`config.mk`:
```
export PLATFORM = sky130hd
export DESIGN_NAME = sfe_frame_engine
export DESIGN_NICKNAME = d
export VERILOG_FILES = /design/src/rtl/sfe_pkg.sv /design/src/rtl/sfe_master_clkgen.sv /design/src/rtl/sfe_slave_sync.sv /design/src/rtl/sfe_word_shifter.sv /design/src/rtl/sfe_frame_engine.sv
export SDC_FILE = /design/constraint.sdc
export NUM_CORES = 1
export LEC_CHECK = 0
export BUFFER_PORTS_ARGS = -buffer_cell sky130_fd_sc_hd__buf_2
export CORE_ASPECT_RATIO = 1.2
export CORE_MARGIN = 3
export CORE_UTILIZATION = 35
export DETAILED_ROUTE_END_ITERATION = 10
export PLACE_DENSITY_LB_ADDON = 0.05
export RECOVER_POWER = 50
export SLEW_MARGIN = 10
export SYNTH_ARGS = -nofsm -noshare
export SYNTH_HDL_FRONTEND = slang
export SYNTH_SLANG_ARGS = --single-unit
```
`constraint.sdc`:
```
create_clock -name clk -period 2.2 [get_ports clk]
set_input_delay 0.22 -clock clk [delete_from_list [all_inputs] [get_ports clk]]
set_output_delay 0.22 -clock clk [all_outputs]
set_load 0.01 [all_outputs]
```
`src/rtl/sfe_pkg.sv`:
```
package sfe_pkg;

    // One bit-clock event, as seen by the word shifter.
    typedef struct packed {
        logic rise;   // rising bit-clock edge: advance the transmit side
        logic fall;   // falling bit-clock edge: sample the receive side
        logic start;  // this rise opens bit slot 0 of a new frame
        logic din;    // serial input bit, valid with fall
    } bit_evt_t;

    localparam bit_evt_t EVT_NONE = '{rise: 1'b0, fall: 1'b0, start: 1'b0, din: 1'b0};

    function automatic int unsigned half_period(input int unsigned div);
        return div / 2;
    endfunction

endpackage

```
`src/rtl/sfe_master_clkgen.sv`:
```
module sfe_master_clkgen
    import sfe_pkg::*;
#(
    parameter int unsigned DIV        = 18,
    parameter int unsigned FRAME_BITS = 256,
    parameter int unsigned GATED_BITS = 32
) (
    input  logic     clk,
    input  logic     rst,
    input  logic     cont_clk,
    input  logic     sdin,
    output logic     sclk,
    output logic     fs_n,
    output bit_evt_t evt
);
    localparam int unsigned HALF = half_period(DIV);
    localparam int unsigned DW   = $clog2(DIV);
    localparam int unsigned FW   = $clog2(FRAME_BITS);
    localparam logic [DW-1:0] D_LAST = DW'(DIV - 1);
    localparam logic [DW-1:0] D_MID  = DW'(HALF - 1);
    localparam logic [FW-1:0] F_LAST = FW'(FRAME_BITS - 1);

    logic [DW-1:0] dcnt;
    logic [FW-1:0] fcnt;
    logic [FW-1:0] fcnt_nx;
    logic          sclk_q;
    logic          fs_q;
    logic          gate_q;
    logic          rise_now;
    logic          fall_now;

    assign rise_now = (dcnt == D_LAST);
    assign fall_now = (dcnt == D_MID);
    assign fcnt_nx  = (fcnt == F_LAST) ? '0 : fcnt + 1'b1;

    always_ff @(posedge clk) begin
        if (rst) begin
            dcnt   <= '0;
            fcnt   <= F_LAST;
            sclk_q <= 1'b0;
            fs_q   <= 1'b1;
            gate_q <= 1'b0;
        end else begin
            dcnt <= rise_now ? '0 : dcnt + 1'b1;
            if (rise_now) begin
                sclk_q <= 1'b1;
                fcnt   <= fcnt_nx;
                fs_q   <= (fcnt_nx != '0);
                gate_q <= (int'(fcnt_nx) < int'(GATED_BITS));
            end else if (fall_now) begin
                sclk_q <= 1'b0;
            end
        end
    end

    assign sclk = sclk_q & (cont_clk | gate_q);
    assign fs_n = fs_q;

    always_comb begin
        evt       = EVT_NONE;
        evt.rise  = rise_now;
        evt.fall  = fall_now;
        evt.start = rise_now && (fcnt == F_LAST);
        evt.din   = sdin;
    end
endmodule

```
`src/rtl/sfe_slave_sync.sv`:
```
module sfe_slave_sync
    import sfe_pkg::*;
(
    input  logic     clk,
    input  logic     rst,
    input  logic     sclk_in,
    input  logic     fs_n_in,
    input  logic     sdin,
    output bit_evt_t evt
);
    // bit order in the synchronizer: {bit clock, frame sync, data}
    localparam logic [2:0] IDLE_LVL = 3'b010;

    logic [2:0] stage1;
    logic [2:0] stage2;
    logic       sclk_prev;

    always_ff @(posedge clk) begin
        if (rst) begin
            stage1    <= IDLE_LVL;
            stage2    <= IDLE_LVL;
            sclk_prev <= 1'b0;
        end else begin
            stage1    <= {sclk_in, fs_n_in, sdin};
            stage2    <= stage1;
            sclk_prev <= stage2[2];
        end
    end

    always_comb begin
        evt       = EVT_NONE;
        evt.rise  = stage2[2] & ~sclk_prev;
        evt.fall  = ~stage2[2] & sclk_prev;
        evt.start = stage2[2] & ~sclk_prev & ~stage2[1];
        evt.din   = stage2[0];
    end
endmodule

```
`src/rtl/sfe_word_shifter.sv`:
```
module sfe_word_shifter
    import sfe_pkg::*;
#(
    parameter int unsigned WORD_BITS = 16
) (
    input  logic                 clk,
    input  logic                 rst,
    input  bit_evt_t             evt,
    input  logic [WORD_BITS-1:0] tx_word,
    output logic                 sdout,
    output logic                 chain_fs_n,
    output logic [WORD_BITS-1:0] rx_word,
    output logic                 rx_valid
);
    localparam int unsigned SW = $clog2(WORD_BITS + 2);
    localparam logic [SW-1:0] SLOT_LAST  = SW'(WORD_BITS - 1);
    localparam logic [SW-1:0] SLOT_CHAIN = SW'(WORD_BITS);
    localparam logic [SW-1:0] SLOT_IDLE  = SW'(WORD_BITS + 1);

    logic [SW-1:0]        slot;
    logic [WORD_BITS-1:0] tx_sh;
    logic [WORD_BITS-1:0] rx_sh;
    logic [WORD_BITS-1:0] rx_q;
    logic                 valid_q;
    logic                 in_word;
    logic [WORD_BITS-1:0] rx_nx;

    assign in_word = (slot < SLOT_CHAIN);
    assign rx_nx   = {rx_sh[WORD_BITS-2:0], evt.din};

    always_ff @(posedge clk) begin
        if (rst) begin
            slot    <= SLOT_IDLE;
            tx_sh   <= '0;
            rx_sh   <= '0;
            rx_q    <= '0;
            valid_q <= 1'b0;
        end else begin
            valid_q <= 1'b0;
            if (evt.rise) begin
                if (evt.start) begin
                    slot  <= '0;
                    tx_sh <= tx_word;
                end else begin
                    if (slot != SLOT_IDLE) slot <= slot + 1'b1;
                    tx_sh <= {tx_sh[WORD_BITS-2:0], 1'b0};
                end
            end
            if (evt.fall && in_word) begin
                rx_sh <= rx_nx;
                if (slot == SLOT_LAST) begin
                    rx_q    <= rx_nx;
                    valid_q <= 1'b1;
                end
            end
        end
    end

    assign sdout      = tx_sh[WORD_BITS-1] & in_word;
    assign chain_fs_n = (slot != SLOT_CHAIN);
    assign rx_word    = rx_q;
    assign rx_valid   = valid_q;
endmodule

```
`src/rtl/sfe_frame_engine.sv`:
```
module sfe_frame_engine
    import sfe_pkg::*;
#(
    parameter int unsigned DIV        = 18,
    parameter int unsigned FRAME_BITS = 256,
    parameter int unsigned WORD_BITS  = 16,
    parameter int unsigned GATED_BITS = 32
) (
    input  logic                 clk,
    input  logic                 rst,
    input  logic                 master_sel,
    input  logic                 cont_clk,
    input  logic                 sclk_in,
    input  logic                 fs_n_in,
    input  logic                 sdin,
    input  logic [WORD_BITS-1:0] tx_word,
    output logic                 sclk_out,
    output logic                 fs_n_out,
    output logic                 sdout,
    output logic                 chain_fs_n,
    output logic [WORD_BITS-1:0] rx_word,
    output logic                 rx_valid
);
    bit_evt_t m_evt;
    bit_evt_t s_evt;
    bit_evt_t evt;
    logic     m_sclk;
    logic     m_fs_n;

    sfe_master_clkgen #(
        .DIV       (DIV),
        .FRAME_BITS(FRAME_BITS),
        .GATED_BITS(GATED_BITS)
    ) clkgen_i (
        .clk     (clk),
        .rst     (rst),
        .cont_clk(cont_clk),
        .sdin    (sdin),
        .sclk    (m_sclk),
        .fs_n    (m_fs_n),
        .evt     (m_evt)
    );

    sfe_slave_sync sync_i (
        .clk    (clk),
        .rst    (rst),
        .sclk_in(sclk_in),
        .fs_n_in(fs_n_in),
        .sdin   (sdin),
        .evt    (s_evt)
    );

    assign evt = master_sel ? m_evt : s_evt;

    sfe_word_shifter #(
        .WORD_BITS(WORD_BITS)
    ) shifter_i (
        .clk       (clk),
        .rst       (rst),
        .evt       (evt),
        .tx_word   (tx_word),
        .sdout     (sdout),
        .chain_fs_n(chain_fs_n),
        .rx_word   (rx_word),
        .rx_valid  (rx_valid)
    );

    assign sclk_out = master_sel & m_sclk;
    assign fs_n_out = ~master_sel | m_fs_n;
endmodule

```
==> impl_metrics.py <==
metrics = {
    "run_status": {
        "outcome": "completed",
    },
    "layout": {
        "fill_cells": 982,
        "drive_above_1_share": 0.147,
        "antenna_cells": 0,
        "final_cells": 554,
        "final_area_um2": 3970,
        "seqCellArea_um2": 1520,
        "syn_to_final_growth_pct": 15.9,
        "multi_input_area_um2": 1730,
        "nets": 461,
    },
    "detailed_routing": {
        "drt_iter0_markers": 173,
        "remaining_drc_errors": 0,
        "vias": 2932,
        "wire_per_inst_um": 14.4,
        "wirelength_mm": 7.99,
        "route.antenna.remaining_nets": 0,
        "firstDrtPassIters": 4,
        "drt-vias-per-instance": 5.29,
    },
    "synthesis": {
        "ys.flop_type": "dfxtp_1",
        "async_flop_share": 0,
        "yosys_warnings": 0,
        "synth_seq_cells": 76,
        "syn_area_um2": 3420,
        "synth_top_area_cell": "dfxtp_1",
        "post-synth-top-count-cell": "dfxtp_1",
        "synth.top_cells.by_count": "76 x dfxtp_1, 51 x nand3_1, 49 x o21ai_0",
        "ys_seq_area_frac": 0.444,
        "avgSynthCellArea_um2": 8.76,
        "synth_edf_count": 0,
        "synth_top_area_share": 0.444,
        "ys_types": 50,
        "synth.area.top_cells": "dfxtp_1 44%, nand3_1 7.5%, o21ai_0 7.2%",
        "synth_cells": 391,
        "synth_nets": 423,
    },
    "power": {
        "sequentialPowerShare": 0.517,
        "switching_share": 0.220,
        "power_density_nw_per_um2": 684,
        "internal-power_uw": 2120,
        "p_sw_uw": 596,
        "power_leakage_uw": 0.00136,
        "peakVddDrop_v": 0.000401,
        "pwr-share-clk": 0.437,
        "p_comb_frac": 0.046,
    },
    "min_path": {
        "hp-class": "in2reg",
        "hold_start": "fs_n_in",
        "hold_depth": 2,
        "min_to": "sync_i.stage1[1]",
    },
    "cts": {
        "cts.sinks": 76,
        "ctsHoldBuffers": 0,
        "cts_buffers": 9,
        "clkLatencyLatePin_ns": 0.35,
        "cts_max_level": 3,
        "ctsLongestPathBuffers": 2,
        "cts_root_buf": "clkbuf_8",
        "clkSlewWorstSetupHoldPaths_ns": 0.08,
        "tritoncts": "done",
        "cts_setup_buffers": 0,
    },
    "sta": {
        "max_slew_margin": 0.361,
        "clock.fmax_mhz": 505,
        "hold_viol": 0,
        "worst_pin_slew_ns": 0.958,
        "skew_ns": 0.00716,
        "setup_viol": 0,
        "rsz0062_at_grt": "no",
        "finalMaxSlewViolations": 0,
        "hold_slack_ns": 0.0519,
        "min_period_over_period": 0.900,
        "setup_tns_ns": 0,
        "fin_crit_ns": 1.98,
    },
    "grt": {
        "track_usage": 0.152,
        "grt_pass1_wl_mm": 13.1,
        "grt_max_degree": 36,
        "grt_pass1_vias": 2729,
        "antenna_found_initial": 0,
        "gr-total-overflow": 0,
    },
    "floorplan": {
        "ioPinCount": 44,
        "die_w_um": 96.3,
        "die_area_um2": 11000,
        "core_area_um2": 9270,
        "die_h_um": 114,
        "rows": 38,
        "start_util": 0.369,
    },
    "placement": {
        "place_area_um2": 3770,
        "post-dp-hpwl_mm": 5.08,
        "gp_congestion": 0.753,
        "placed_cells": 538,
        "port_buffers": 43,
    },
    "job": {
        "cap_violations": 0,
    },
    "setup_path": {
        "arrival_ns": 2.21,
        "r2r_cells": 7,
        "critPathCaptureType": "flop",
        "rrSetupSlack_ns": 0.22,
        "path_class": "reg2reg",
        "crit_path_start_kind": "flop",
        "cp_max_fo": 17,
        "cp-startpoint": "clkgen_i.dcnt[0]",
        "crit_required_ns": 2.43,
        "r2r_end": "shifter_i.tx_sh[1]",
        "worstReg2RegStart": "clkgen_i.dcnt[0]",
    },
}
[sequential cells by signal, summed over array words and instances, names as in the netlist, 3 cells and up]
| name | flops |
|---|---|
| sync_i.stage1 | 3 |
| sync_i.stage2 | 3 |
| clkgen_i.dcnt | 5 |
| clkgen_i.fcnt | 8 |
| shifter_i.slot | 5 |
| shifter_i.tx_sh | 16 |
| shifter_i.rx_sh | 15 |
| shifter_i.rx_word | 16 |
[power by group through the flow]
stage                     clock [uW]  sequential (uW)  combinational, uW
after floorplan                    0             1440               79.7
after global placement             0             1440                126
after detailed placement           0             1440                127
after CTS                       1230             1400                128
after global routing            1280             1410                141
final                           1180             1400                124
[timing repair]
item,4_1_cts,5_1_grt
gates resized for setup,0,2
endpoints found under the hold margin,0,0
setup endpoints to repair,0,28
[metrics by stage]
| stage | utilization | power (uW) | worst slack [ns] |
|---|---|---|---|
| after floorplan | - | 1520 | 0.273 |
| after global placement | 0.407 | 1560 | 0.113 |
| after detailed placement | 0.407 | 1560 | 0.0709 |
| after CTS | 0.430 | 2760 | 0.0579 |
| after global routing | 0.428 | 2820 | 0.0477 |
| final | 0.428 | 2710 | 0.220 |
[cell families after synthesis]
| kind of cell | share of synthesized area |
|---|---|
| and+or+nand+nor | 0.219 |
| AOI/OAI and AO/OA | 0.218 |
| DFF | 0.444 |
| buffers and inverters | 0.0563 |
| adders and majority gates | 0.0329 |
| xor gates and xnor gates | 0.0154 |
| muxes | 0.0139 |
[per-layer routing]
layer	vias to the layer above	wire length [um]	track usage
met5	-	0	0
met4	0	192	0.0825
met3	14	257	0.0250
met2	34	3660	0.235
met1	1379	3880	0.201
li1	1505	-	-
[worst max-delay path by stage]
stage,to,slack (ns),cells after the start
after CTS,shifter_i.rx_word[14],0.06,6
after global routing,shifter_i.rx_word[0],0.05,8
after detailed placement,shifter_i.rx_word[14],0.07,6
after global placement,shifter_i.rx_word[7],0.11,6
final,shifter_i.tx_sh[1],0.22,7
after floorplan,shifter_i.rx_word[10],0.27,9
[worst max-delay path, stage by stage, from the launching register on]
cell and delay (ns):
dfxtp_1 0.33, buf_4 0.13, ha_1 0.23, nand4bb_4 0.21, or4_1 0.54, buf_4 0.21
nand3_1 0.10, a311oi_1 0.10
[cells in the final DEF, fill, tap and decap left out, types with 9 or more instances in the layout]
master / instances
buf_4: 14
a311oi_1: 17
ha_1: 9
dfxtp_1: 76
nand2_1: 9
buf_2: 22
nor2_1: 24
clkbuf_1: 24
a21oi_1: 39
clkbuf_8: 10
nand3_1: 51
o21ai_0: 49
[cell type report]
class | count | share of cell area
timing repair buffer | 61 | 0.0826
tap | 120 | 0.0379
inverter | 6 | 0.00568
multi-input combinational | 275 | 0.435
clock buffer | 12 | 0.0366
sequential | 76 | 0.384
clock inverter | 4 | 0.0183
Power figures use the tool's default switching activity.
